**config.mk**
```make
export PLATFORM = sky130hd
export DESIGN_NAME = cdt_channel
export DESIGN_NICKNAME = d
export VERILOG_FILES = /design/src/rtl/tmr_pkg.sv /design/src/rtl/tmr_rst_sync.sv /design/src/rtl/tmr_regfile.sv /design/src/rtl/tmr_tick_sel.sv /design/src/rtl/tmr_counter.sv /design/src/rtl/tmr_irq_latch.sv /design/src/rtl/cdt_channel.sv
export SDC_FILE = /design/constraint.sdc
export NUM_CORES = 1
export LEC_CHECK = 0
export ABC_AREA = 0
export BUFFER_PORTS_ARGS = -buffer_cell sky130_fd_sc_hd__buf_2
export CORE_ASPECT_RATIO = 1.25
export CORE_MARGIN = 3
export CORE_UTILIZATION = 45
export CTS_BUF_LIST = sky130_fd_sc_hd__clkbuf_2
export DETAILED_ROUTE_END_ITERATION = 10
export PLACE_DENSITY_LB_ADDON = 0.1
export SYNTH_ARGS = -nofsm -noshare
export SYNTH_HDL_FRONTEND = slang
export SYNTH_HIERARCHICAL = 1
export SYNTH_SLANG_ARGS = --single-unit
```
**constraint.sdc**
```tcl
create_clock -name clk_i -period 3.38 [get_ports clk_i]
set_input_delay 0.507 -clock clk_i [delete_from_list [all_inputs] [get_ports clk_i]]
set_output_delay 0.507 -clock clk_i [all_outputs]
set_load 0.005 [all_outputs]
```
**src/rtl/tmr_pkg.sv**
```systemverilog
package tmr_pkg;

  // Register select taken from address bits [3:2]
  localparam logic [1:0] SEL_LOAD  = 2'd0;  // byte offset 0x0
  localparam logic [1:0] SEL_VALUE = 2'd1;  // byte offset 0x4
  localparam logic [1:0] SEL_CTRL  = 2'd2;  // byte offset 0x8
  localparam logic [1:0] SEL_CLEAR = 2'd3;  // byte offset 0xC

  // Control word bit positions
  localparam int unsigned BIT_RUN      = 7;
  localparam int unsigned BIT_PERIODIC = 6;
  localparam int unsigned BIT_FASTSEL  = 3;

  typedef struct packed {
    logic run;
    logic periodic;
    logic fastsel;
  } tmr_ctrl_t;

endpackage

```
**src/rtl/tmr_rst_sync.sv**
```systemverilog
module tmr_rst_sync #(
  parameter int unsigned STAGES = 2
) (
  input  logic clk_i,
  input  logic rst_ni,
  output logic rst_no
);

  logic [STAGES-1:0] sync_q;
  logic [STAGES-1:0] sync_d;

  always_comb begin
    sync_d = {sync_q[STAGES-2:0], 1'b1};
  end

  always_ff @(posedge clk_i or negedge rst_ni) begin
    if (!rst_ni) begin
      sync_q <= '0;
    end else begin
      sync_q <= sync_d;
    end
  end

  assign rst_no = sync_q[STAGES-1];

endmodule

```
**src/rtl/tmr_regfile.sv**
```systemverilog
module tmr_regfile
  import tmr_pkg::*;
#(
  parameter int unsigned CNT_W  = 32,
  parameter int unsigned DATA_W = 32,
  parameter int unsigned ADDR_W = 4
) (
  input  logic              clk_i,
  input  logic              rst_ni,
  input  logic              wr_en_i,
  input  logic [ADDR_W-1:0] addr_i,
  input  logic [DATA_W-1:0] wdata_i,
  input  logic [CNT_W-1:0]  cnt_i,
  output logic [DATA_W-1:0] rdata_o,
  output tmr_ctrl_t         ctrl_o,
  output logic [CNT_W-1:0]  load_o,
  output logic [CNT_W-1:0]  load_new_o,
  output logic              load_wr_o,
  output logic              clr_wr_o
);

  localparam int unsigned PAD_W = DATA_W - CNT_W;

  logic [1:0]       sel;
  logic             ctrl_wr;
  tmr_ctrl_t        ctrl_q, ctrl_d;
  logic [CNT_W-1:0] load_q, load_d;
  logic [DATA_W-1:0] load_ext, cnt_ext, ctrl_ext;

  assign sel        = addr_i[3:2];
  assign load_wr_o  = wr_en_i && (sel == SEL_LOAD);
  assign ctrl_wr    = wr_en_i && (sel == SEL_CTRL);
  assign clr_wr_o   = wr_en_i && (sel == SEL_CLEAR);
  assign load_new_o = wdata_i[CNT_W-1:0];

  // next-state
  always_comb begin
    load_d = load_q;
    ctrl_d = ctrl_q;
    if (load_wr_o) begin
      load_d = load_new_o;
    end
    if (ctrl_wr) begin
      ctrl_d.run      = wdata_i[BIT_RUN];
      ctrl_d.periodic = wdata_i[BIT_PERIODIC];
      ctrl_d.fastsel  = wdata_i[BIT_FASTSEL];
    end
  end

  // registers
  always_ff @(posedge clk_i or negedge rst_ni) begin
    if (!rst_ni) begin
      load_q <= '0;
      ctrl_q <= '0;
    end else begin
      if (load_wr_o) load_q <= load_d;
      if (ctrl_wr)   ctrl_q <= ctrl_d;
    end
  end

  generate
    if (PAD_W > 0) begin : g_pad
      assign load_ext = {{PAD_W{1'b0}}, load_q};
      assign cnt_ext  = {{PAD_W{1'b0}}, cnt_i};
    end else begin : g_nopad
      assign load_ext = load_q;
      assign cnt_ext  = cnt_i;
    end
  endgenerate

  always_comb begin
    ctrl_ext               = '0;
    ctrl_ext[BIT_RUN]      = ctrl_q.run;
    ctrl_ext[BIT_PERIODIC] = ctrl_q.periodic;
    ctrl_ext[BIT_FASTSEL]  = ctrl_q.fastsel;
  end

  // read mux
  always_comb begin
    unique case (sel)
      SEL_LOAD:  rdata_o = load_ext;
      SEL_VALUE: rdata_o = cnt_ext;
      SEL_CTRL:  rdata_o = ctrl_ext;
      default:   rdata_o = '0;
    endcase
  end

  assign ctrl_o = ctrl_q;
  assign load_o = load_q;

endmodule

```
**src/rtl/tmr_tick_sel.sv**
```systemverilog
module tmr_tick_sel (
  input  logic run_i,
  input  logic fastsel_i,
  input  logic tick_slow_i,
  input  logic tick_fast_i,
  output logic tick_o
);

  logic src;

  always_comb begin
    src    = fastsel_i ? tick_fast_i : tick_slow_i;
    tick_o = run_i && src;
  end

endmodule

```
**src/rtl/tmr_counter.sv**
```systemverilog
module tmr_counter #(
  parameter int unsigned CNT_W = 32
) (
  input  logic             clk_i,
  input  logic             rst_ni,
  input  logic             tick_i,
  input  logic             periodic_i,
  input  logic             load_wr_i,
  input  logic [CNT_W-1:0] load_new_i,
  input  logic [CNT_W-1:0] load_i,
  output logic [CNT_W-1:0] cnt_o,
  output logic             underflow_o
);

  logic [CNT_W-1:0] cnt_q, cnt_d;
  logic             cnt_en;

  // next-state: load write overrides any tick in the same cycle
  always_comb begin
    cnt_d       = cnt_q;
    underflow_o = 1'b0;
    if (load_wr_i) begin
      cnt_d = load_new_i;
    end else if (tick_i) begin
      if (cnt_q == '0) begin
        underflow_o = 1'b1;
        cnt_d       = periodic_i ? load_i : '1;
      end else begin
        cnt_d = cnt_q - 1'b1;
      end
    end
  end

  assign cnt_en = load_wr_i || tick_i;

  always_ff @(posedge clk_i or negedge rst_ni) begin
    if (!rst_ni) begin
      cnt_q <= '0;
    end else if (cnt_en) begin
      cnt_q <= cnt_d;
    end
  end

  assign cnt_o = cnt_q;

endmodule

```
**src/rtl/tmr_irq_latch.sv**
```systemverilog
module tmr_irq_latch (
  input  logic clk_i,
  input  logic rst_ni,
  input  logic set_i,
  input  logic clr_i,
  output logic irq_o
);

  logic irq_q, irq_d;

  // set has priority so a coincident event is kept
  always_comb begin
    irq_d = irq_q;
    if (clr_i) irq_d = 1'b0;
    if (set_i) irq_d = 1'b1;
  end

  always_ff @(posedge clk_i or negedge rst_ni) begin
    if (!rst_ni) begin
      irq_q <= 1'b0;
    end else if (set_i || clr_i) begin
      irq_q <= irq_d;
    end
  end

  assign irq_o = irq_q;

endmodule

```
**src/rtl/cdt_channel.sv**
```systemverilog
module cdt_channel
  import tmr_pkg::*;
#(
  parameter int unsigned CNT_W = 32
) (
  input  logic        clk_i,
  input  logic        rst_ni,
  input  logic        tick_slow_i,
  input  logic        tick_fast_i,
  input  logic        wr_en_i,
  input  logic [3:0]  addr_i,
  input  logic [31:0] wdata_i,
  output logic [31:0] rdata_o,
  output logic        irq_o
);

  localparam int unsigned DATA_W = 32;
  localparam int unsigned ADDR_W = 4;

  logic             rst_n_sync;
  tmr_ctrl_t        ctrl;
  logic             run_en;
  logic             periodic_en;
  logic [CNT_W-1:0] load_q;
  logic [CNT_W-1:0] load_new;
  logic             load_wr;
  logic             clr_wr;
  logic             tick_gated;
  logic [CNT_W-1:0] cnt_q;
  logic             underflow;

  tmr_rst_sync #(.STAGES(2)) u_rst_sync (
    .clk_i  (clk_i),
    .rst_ni (rst_ni),
    .rst_no (rst_n_sync)
  );

  tmr_regfile #(
    .CNT_W  (CNT_W),
    .DATA_W (DATA_W),
    .ADDR_W (ADDR_W)
  ) u_regfile (
    .clk_i      (clk_i),
    .rst_ni     (rst_n_sync),
    .wr_en_i    (wr_en_i),
    .addr_i     (addr_i),
    .wdata_i    (wdata_i),
    .cnt_i      (cnt_q),
    .rdata_o    (rdata_o),
    .ctrl_o     (ctrl),
    .load_o     (load_q),
    .load_new_o (load_new),
    .load_wr_o  (load_wr),
    .clr_wr_o   (clr_wr)
  );

  assign run_en      = ctrl.run;
  assign periodic_en = ctrl.periodic;

  tmr_tick_sel u_tick_sel (
    .run_i       (run_en),
    .fastsel_i   (ctrl.fastsel),
    .tick_slow_i (tick_slow_i),
    .tick_fast_i (tick_fast_i),
    .tick_o      (tick_gated)
  );

  tmr_counter #(.CNT_W(CNT_W)) u_counter (
    .clk_i       (clk_i),
    .rst_ni      (rst_n_sync),
    .tick_i      (tick_gated),
    .periodic_i  (periodic_en),
    .load_wr_i   (load_wr),
    .load_new_i  (load_new),
    .load_i      (load_q),
    .cnt_o       (cnt_q),
    .underflow_o (underflow)
  );

  tmr_irq_latch u_irq (
    .clk_i  (clk_i),
    .rst_ni (rst_n_sync),
    .set_i  (underflow),
    .clr_i  (clr_wr),
    .irq_o  (irq_o)
  );

endmodule

```
# Word-level counts from Yosys, hierarchy flattened
# Cells that the tools add are included.
[word_totals] output_inout_bits=33 reg_bits=70 wordCells=34 input_bits=41
[op_classes] n_reduce_logical=12 n_addsub=1 n_eq_ne=3 mux=11
[op_table] op="$mux 32" n=4
[op_table] op="$pmux 32 s3" n=1
[op_table] op="$logic_not 32->1" n=1
[op_table] op="$sub 32x1->32 const B" n=1
[op_table] op="$mux 1" n=6
[op_table] op="$eq 2x2->1 const B" n=2
[op_table] op="$logic_and 1x1->1" n=4
[op_table] op="$reduce_and 2->1" n=2
[op_table] op="$reduce_bool 2->1" n=2
[op_table] op="$eq 2x1->1 const B" n=1
[op_table] op="$logic_not 2->1" n=1
[op_table] op="$logic_or 1x1->1" n=2

# Depth between registers and ports, before layout
[logic_depth] depth_word=6 ltp_mapped=10

# Modules after synthesis
# The synthesis kept the hierarchy.
[by_module_without_submodules] module="tmr_counter" seq_area_each_um2=800.8 n_inst=1 area_each_um2=2692.6 cells_per_inst=335
[by_module_without_submodules] module="tmr_regfile" seq_area_each_um2=875.8 n_inst=1 area_each_um2=2079.5 cells_per_inst=181
[by_module_without_submodules] module="tmr_rst_sync" seq_area_each_um2=50.0 n_inst=1 area_each_um2=53.8 cells_per_inst=3
[by_module_without_submodules] module="tmr_irq_latch" seq_area_each_um2=25.0 n_inst=1 area_each_um2=36.3 cells_per_inst=3
[by_module_without_submodules] module="tmr_tick_sel" seq_area_each_um2=0.0 n_inst=1 area_each_um2=16.3 cells_per_inst=2

# Worst setup path before layout
# No wires, ideal clock.
[synth_path] path_type="input port to flip-flop" start="input port addr_i[3]" end="register u_counter.cnt_q[28] (netlist: u_counter/cnt_o[28])" cell_stages=9 t_arrival_ps=2271 t_required_ps=3254 setup_slack_ps=983 cell_sequence="buf_4 nor3b_4 buf_6 clkbuf_1 clkbuf_1 clkbuf_1 nor3_1 a21oi_1 o31ai_1"
[synth_between] elab_chain_len=4 word_cells_on_any_way=6 classes_between="mux (1); reduce/logical (5)"
[synth_rtl] item="start, declared" line_no="cdt_channel.sv:11" rtl="input logic [3:0] addr_i,"
[synth_rtl] item="$logic_not 2->1 (*)" line_no="tmr_regfile.sv:31" rtl="assign load_wr_o = wr_en_i && (sel == SEL_LOAD);"
[synth_rtl] item="$logic_and 1x1->1 (*)" line_no="tmr_regfile.sv:31"
[synth_rtl] item="via load_wr" line_no="cdt_channel.sv:26" rtl="logic load_wr;"
[synth_rtl] item="$reduce_bool 2->1 (no source line) / $logic_or 1x1->1 (equally long branches)"
[synth_rtl] item="$reduce_and 2->1 (no source line)"
[synth_rtl] item="end signal, assigned" line_no="tmr_counter.sv:40" rtl="cnt_q <= cnt_d;"
[synth_rtl] item="end, declared" line_no="tmr_counter.sv:15" rtl="logic [CNT_W-1:0] cnt_q, cnt_d;"
# Mark *: on every way through the listed nets, which the timed path passes. The rest lies on a longest branch.
# A chain may end at the register's enable or synchronous reset.

# Worst setup path in the final report
[layout_path] start="register u_counter.cnt_q[23] (netlist: u_counter/cnt_o[23])" end="register u_counter.cnt_q[21] (netlist: u_counter/cnt_o[21])"
[layout_between] elab_chain_len=4
[layout_rtl] item="$logic_not 32->1" line_no="tmr_counter.sv:25" rtl="if (cnt_q == '0) begin"
[layout_rtl] item="$mux 32" line_no="tmr_counter.sv:25"
[layout_rtl] item="$mux 32" line_no="tmr_counter.sv:24" rtl="end else if (tick_i) begin"
[layout_rtl] item="$mux 32" line_no="tmr_counter.sv:22" rtl="if (load_wr_i) begin"
# No other way between the ends. The select of a mux whose other input is x is not followed.

==> reports/summary.md <==
- 71 — total of buffers placed on input and output ports
- 70 — number of clock sinks
- 5.18% — Syn-to-layout area delta
- 13 — Max FO, Critical Path
- 0 — Antenna diodes
- 0 — grt ovf
- 20500 um — global-route wire length before repair
- 9.31 um2 — mean instance size in the synthesized netlist
- 40.7% — combinational share of power
- 4880 um2 — Cell Area, Synth
- 349 MHz — upper clock frequency limit
- 13.0% — part of the total power dissipated in the clock network
- 50.2% — relative slew slack
- 0 — number of flops mapped to enable cells by yosys
- 0 — number of gates resized after cts
- 42.0% — switching fraction of total power
- 1 — # hold bufs at CTS
- 746 ps — Slew @ Worst Pin
- 0 — number of endpoints with negative hold slack in the final report
- 5.88 — via/cell ratio
- 70 — post-synthesis register bit count
- 10300 um2 — core box area
- 0 ps — total negative slack for setup checks
- 0 — Max-Cap Viols
- 0 — max-slew violation count
- 241 uV — peak supply drop
- 3 — CTS HTree Levels
- 571 nW/um2 — power density cells
- flip-flop — Worst setup SP type
- 1.23 mW — Sw Pwr
- 0 — # Post-CTS Setup Buffers
- 12100 um2 — total die area
- dfrtp_1 — cell type contributing the most total cell area after synthesis
- 122 um — die span in y
- 1030 — fill cell instance count of the final layout
- 25.3% — share of layout cells above drive strength 1
- 47.3% — starting density of the core
- buf_2 — commonest non-fill, non-tap cell in the layout
- 41 — Row Count
- 0.865 — placer's final routability congestion estimate
- 0 — total setup violations reported at the end of the flow
- finished, final reports clean — result of the run
- flip-flop to flip-flop — Worst Path Class, Setup
- 199 — iteration-0 DRC count of the detailed router
- 35.9% — sequential area share after synthesis
- 195 ps — WHS
- 46.4% — relative contribution of sequential cells to total power
- 2870 ps — shortest period the worst path allows
- 100% — fraction of synthesis flops using an asynchronous set or reset pin
- 2640 um2 — multi-input gate area in the final layout
- 21.0% — global-route usage over all layers
- built — TritonCTS clock tree
- u_counter/cnt_o[23]$_DFFE_PN0P_ — Critical Path Source
- 511 ps — Final Worst Setup Slack
- u_counter/cnt_o[23]$_DFFE_PN0P_ — worst reg2reg startpoint
- 4 — router iterations before antenna repair
- no — unrepaired setup endpoints after global routing
- wdata_i[0] — worst min-delay path startpoint
- 567 — synthesized net count
- 3760 ps — data required time at the worst endpoint
- 1.70 mW — internal power contribution
- 6 — count of yosys warnings during synthesis
- 18.1 um — WL per Instance
- dfrtp_1 — top_reg_cell synth
- flip-flop — Crit. End Element
- 58 — Synth cell types
- 0 — count of unresolved DRC violations after routing
- 524 — Syn Inst Count
- dfrtp_1 36%, mux2_2 7.8%, mux2i_1 7.0%, buf_4 5.4%, nor2_1 3.7% — biggest area contributors in the synthesized netlist
- 200 ps — clock slew seen by the registers of the worst setup and hold paths
- 3250 ps — arrival time of data at the critical path endpoint
- 2 — maximum buffer depth of the clock tree
- 1750 um2 — register area
- 4017 — vias post-DR
- 520 ps — clock insertion delay at the later pin of the skew report
- 0 — number of antenna violations at the first check in global routing
- 2.93 mW — sum of internal, switching and leakage power
- 84.9% — Tcrit/Tclk final
- 2.28 nW — Leakage Power
- 9 — total clock buffers created by CTS
- primary input to flip-flop — Worst Hold Class
- 594 — net total in the final layout
- 71 x buf_2, 69 x dfrtp_1, 48 x nor2_1 — leading cell types in the layout, fill and taps excluded
- 3949 — vias in the first global route
- 35.9% — portion of synthesized cell area occupied by the leading cell type
- 99.1 um — overall die width
- 8640 um — Final HPWL DP
- 514 ps — Setup Slack @ Placement
- clkbuf_2 — clock root buffer
- 0 — Antenna Violating Nets Remaining
- 12400 um — final WL
- 49.8% — post-layout util
- 74 — ports placed on the boundary
- 46 — largest net degree at the start of global routing
- 35.6 ps — final setup skew
-- layer usage --
metal,GRT usage (%),vias to the layer above,routed length (um)
li1,-,1941,-
met1,28.2,1952,5540
met2,34.8,108,6020
met3,3.47,16,596
met4,6.58,0,194
met5,0,-,0
-- final cells by class --
type | count | share of cell area, %
Sequential cell | 70 | 34.2
Clock inverter | 4 | 0.317
Clock buffer | 10 | 0.975
Timing Repair Buffer | 87 | 9.31
Multi-Input combinational cell | 374 | 51.4
Tap cell | 129 | 3.15
Inverter | 9 | 0.658
-- synth_stat cells, drive strengths merged, types with 8 or more instances --
cell	count
dfrtp	70
nor2	48
buf	45
mux2	35
mux2i	34
a21oi	33
clkbuf	26
nor3	25
and3	24
nor3b	24
o31ai	20
o21ai	14
nor4	13
nand2	10
inv	9
nand3	9
xnor2	9
or3	8
-- state kept, by name, summed over array words and instances, names as in the netlist --
name,flops
u_irq/irq_o,1
u_regfile/ctrl_o,3
u_rst_sync/sync_q,2
u_regfile/load_o,32
u_counter/cnt_o,32
-- power by group through the flow --
stage | registers, mW | clock network [mW] | logic [mW]
after floorplan | 1.28 | 0 | 0.966
after global placement | 1.37 | 0 | 1.16
after detailed placement | 1.38 | 0 | 1.18
after CTS | 1.36 | 0.396 | 1.19
after global routing | 1.41 | 0.432 | 1.33
final | 1.36 | 0.380 | 1.19
-- worst paths after layout --
check	end	depth (start not counted)	slack (ps)
setup / recovery	u_counter/cnt_o[21]$_DFFE_PN0P_	6	510
hold / removal	u_counter/cnt_o[0]$_DFFE_PN0P_	3	190
setup reg to reg	u_counter/cnt_o[21]$_DFFE_PN0P_	6	510
hold reg to reg	u_regfile/load_o[12]$_DFFE_PN0P_	0	240
max in group asynchronous	u_regfile/load_o[29]$_DFFE_PN0P_	1	2080
min in group asynchronous	u_regfile/load_o[12]$_DFFE_PN0P_	0	240
-- kinds of logic (layout without fill, tap and decap cells) --
logic type | Yosys count | after routing | synth area share [%]
buf+inv | 80 | 110 | 10.0
xor+xnor | 15 | 15 | 2.69
other cells | 1 | 1 | 0.0769
mux | 69 | 69 | 15.1
fa+ha+maj | 2 | 2 | 0.513
flops | 70 | 70 | 35.9
simple gates | 188 | 188 | 22.4
compound gates | 99 | 99 | 13.3
-- through the flow --
stage / std cells / instance area [um2]
after floorplan: 524 / 4880
final: 683 / 5130
after detailed placement: 668 / 5050
after global placement: 668 / 5050
after CTS: 683 / 5130
after global routing: 683 / 5130
-- critical path, stage by stage, from the launching register on --
cell and delay [ps]:
dfrtp_1 500, or4_1 600, nor3_1 460, nand3_1 520, buf_4 380, nor3b_1 200
o31ai_1 90
No activity file was read; power rests on OpenSTA's default activity.
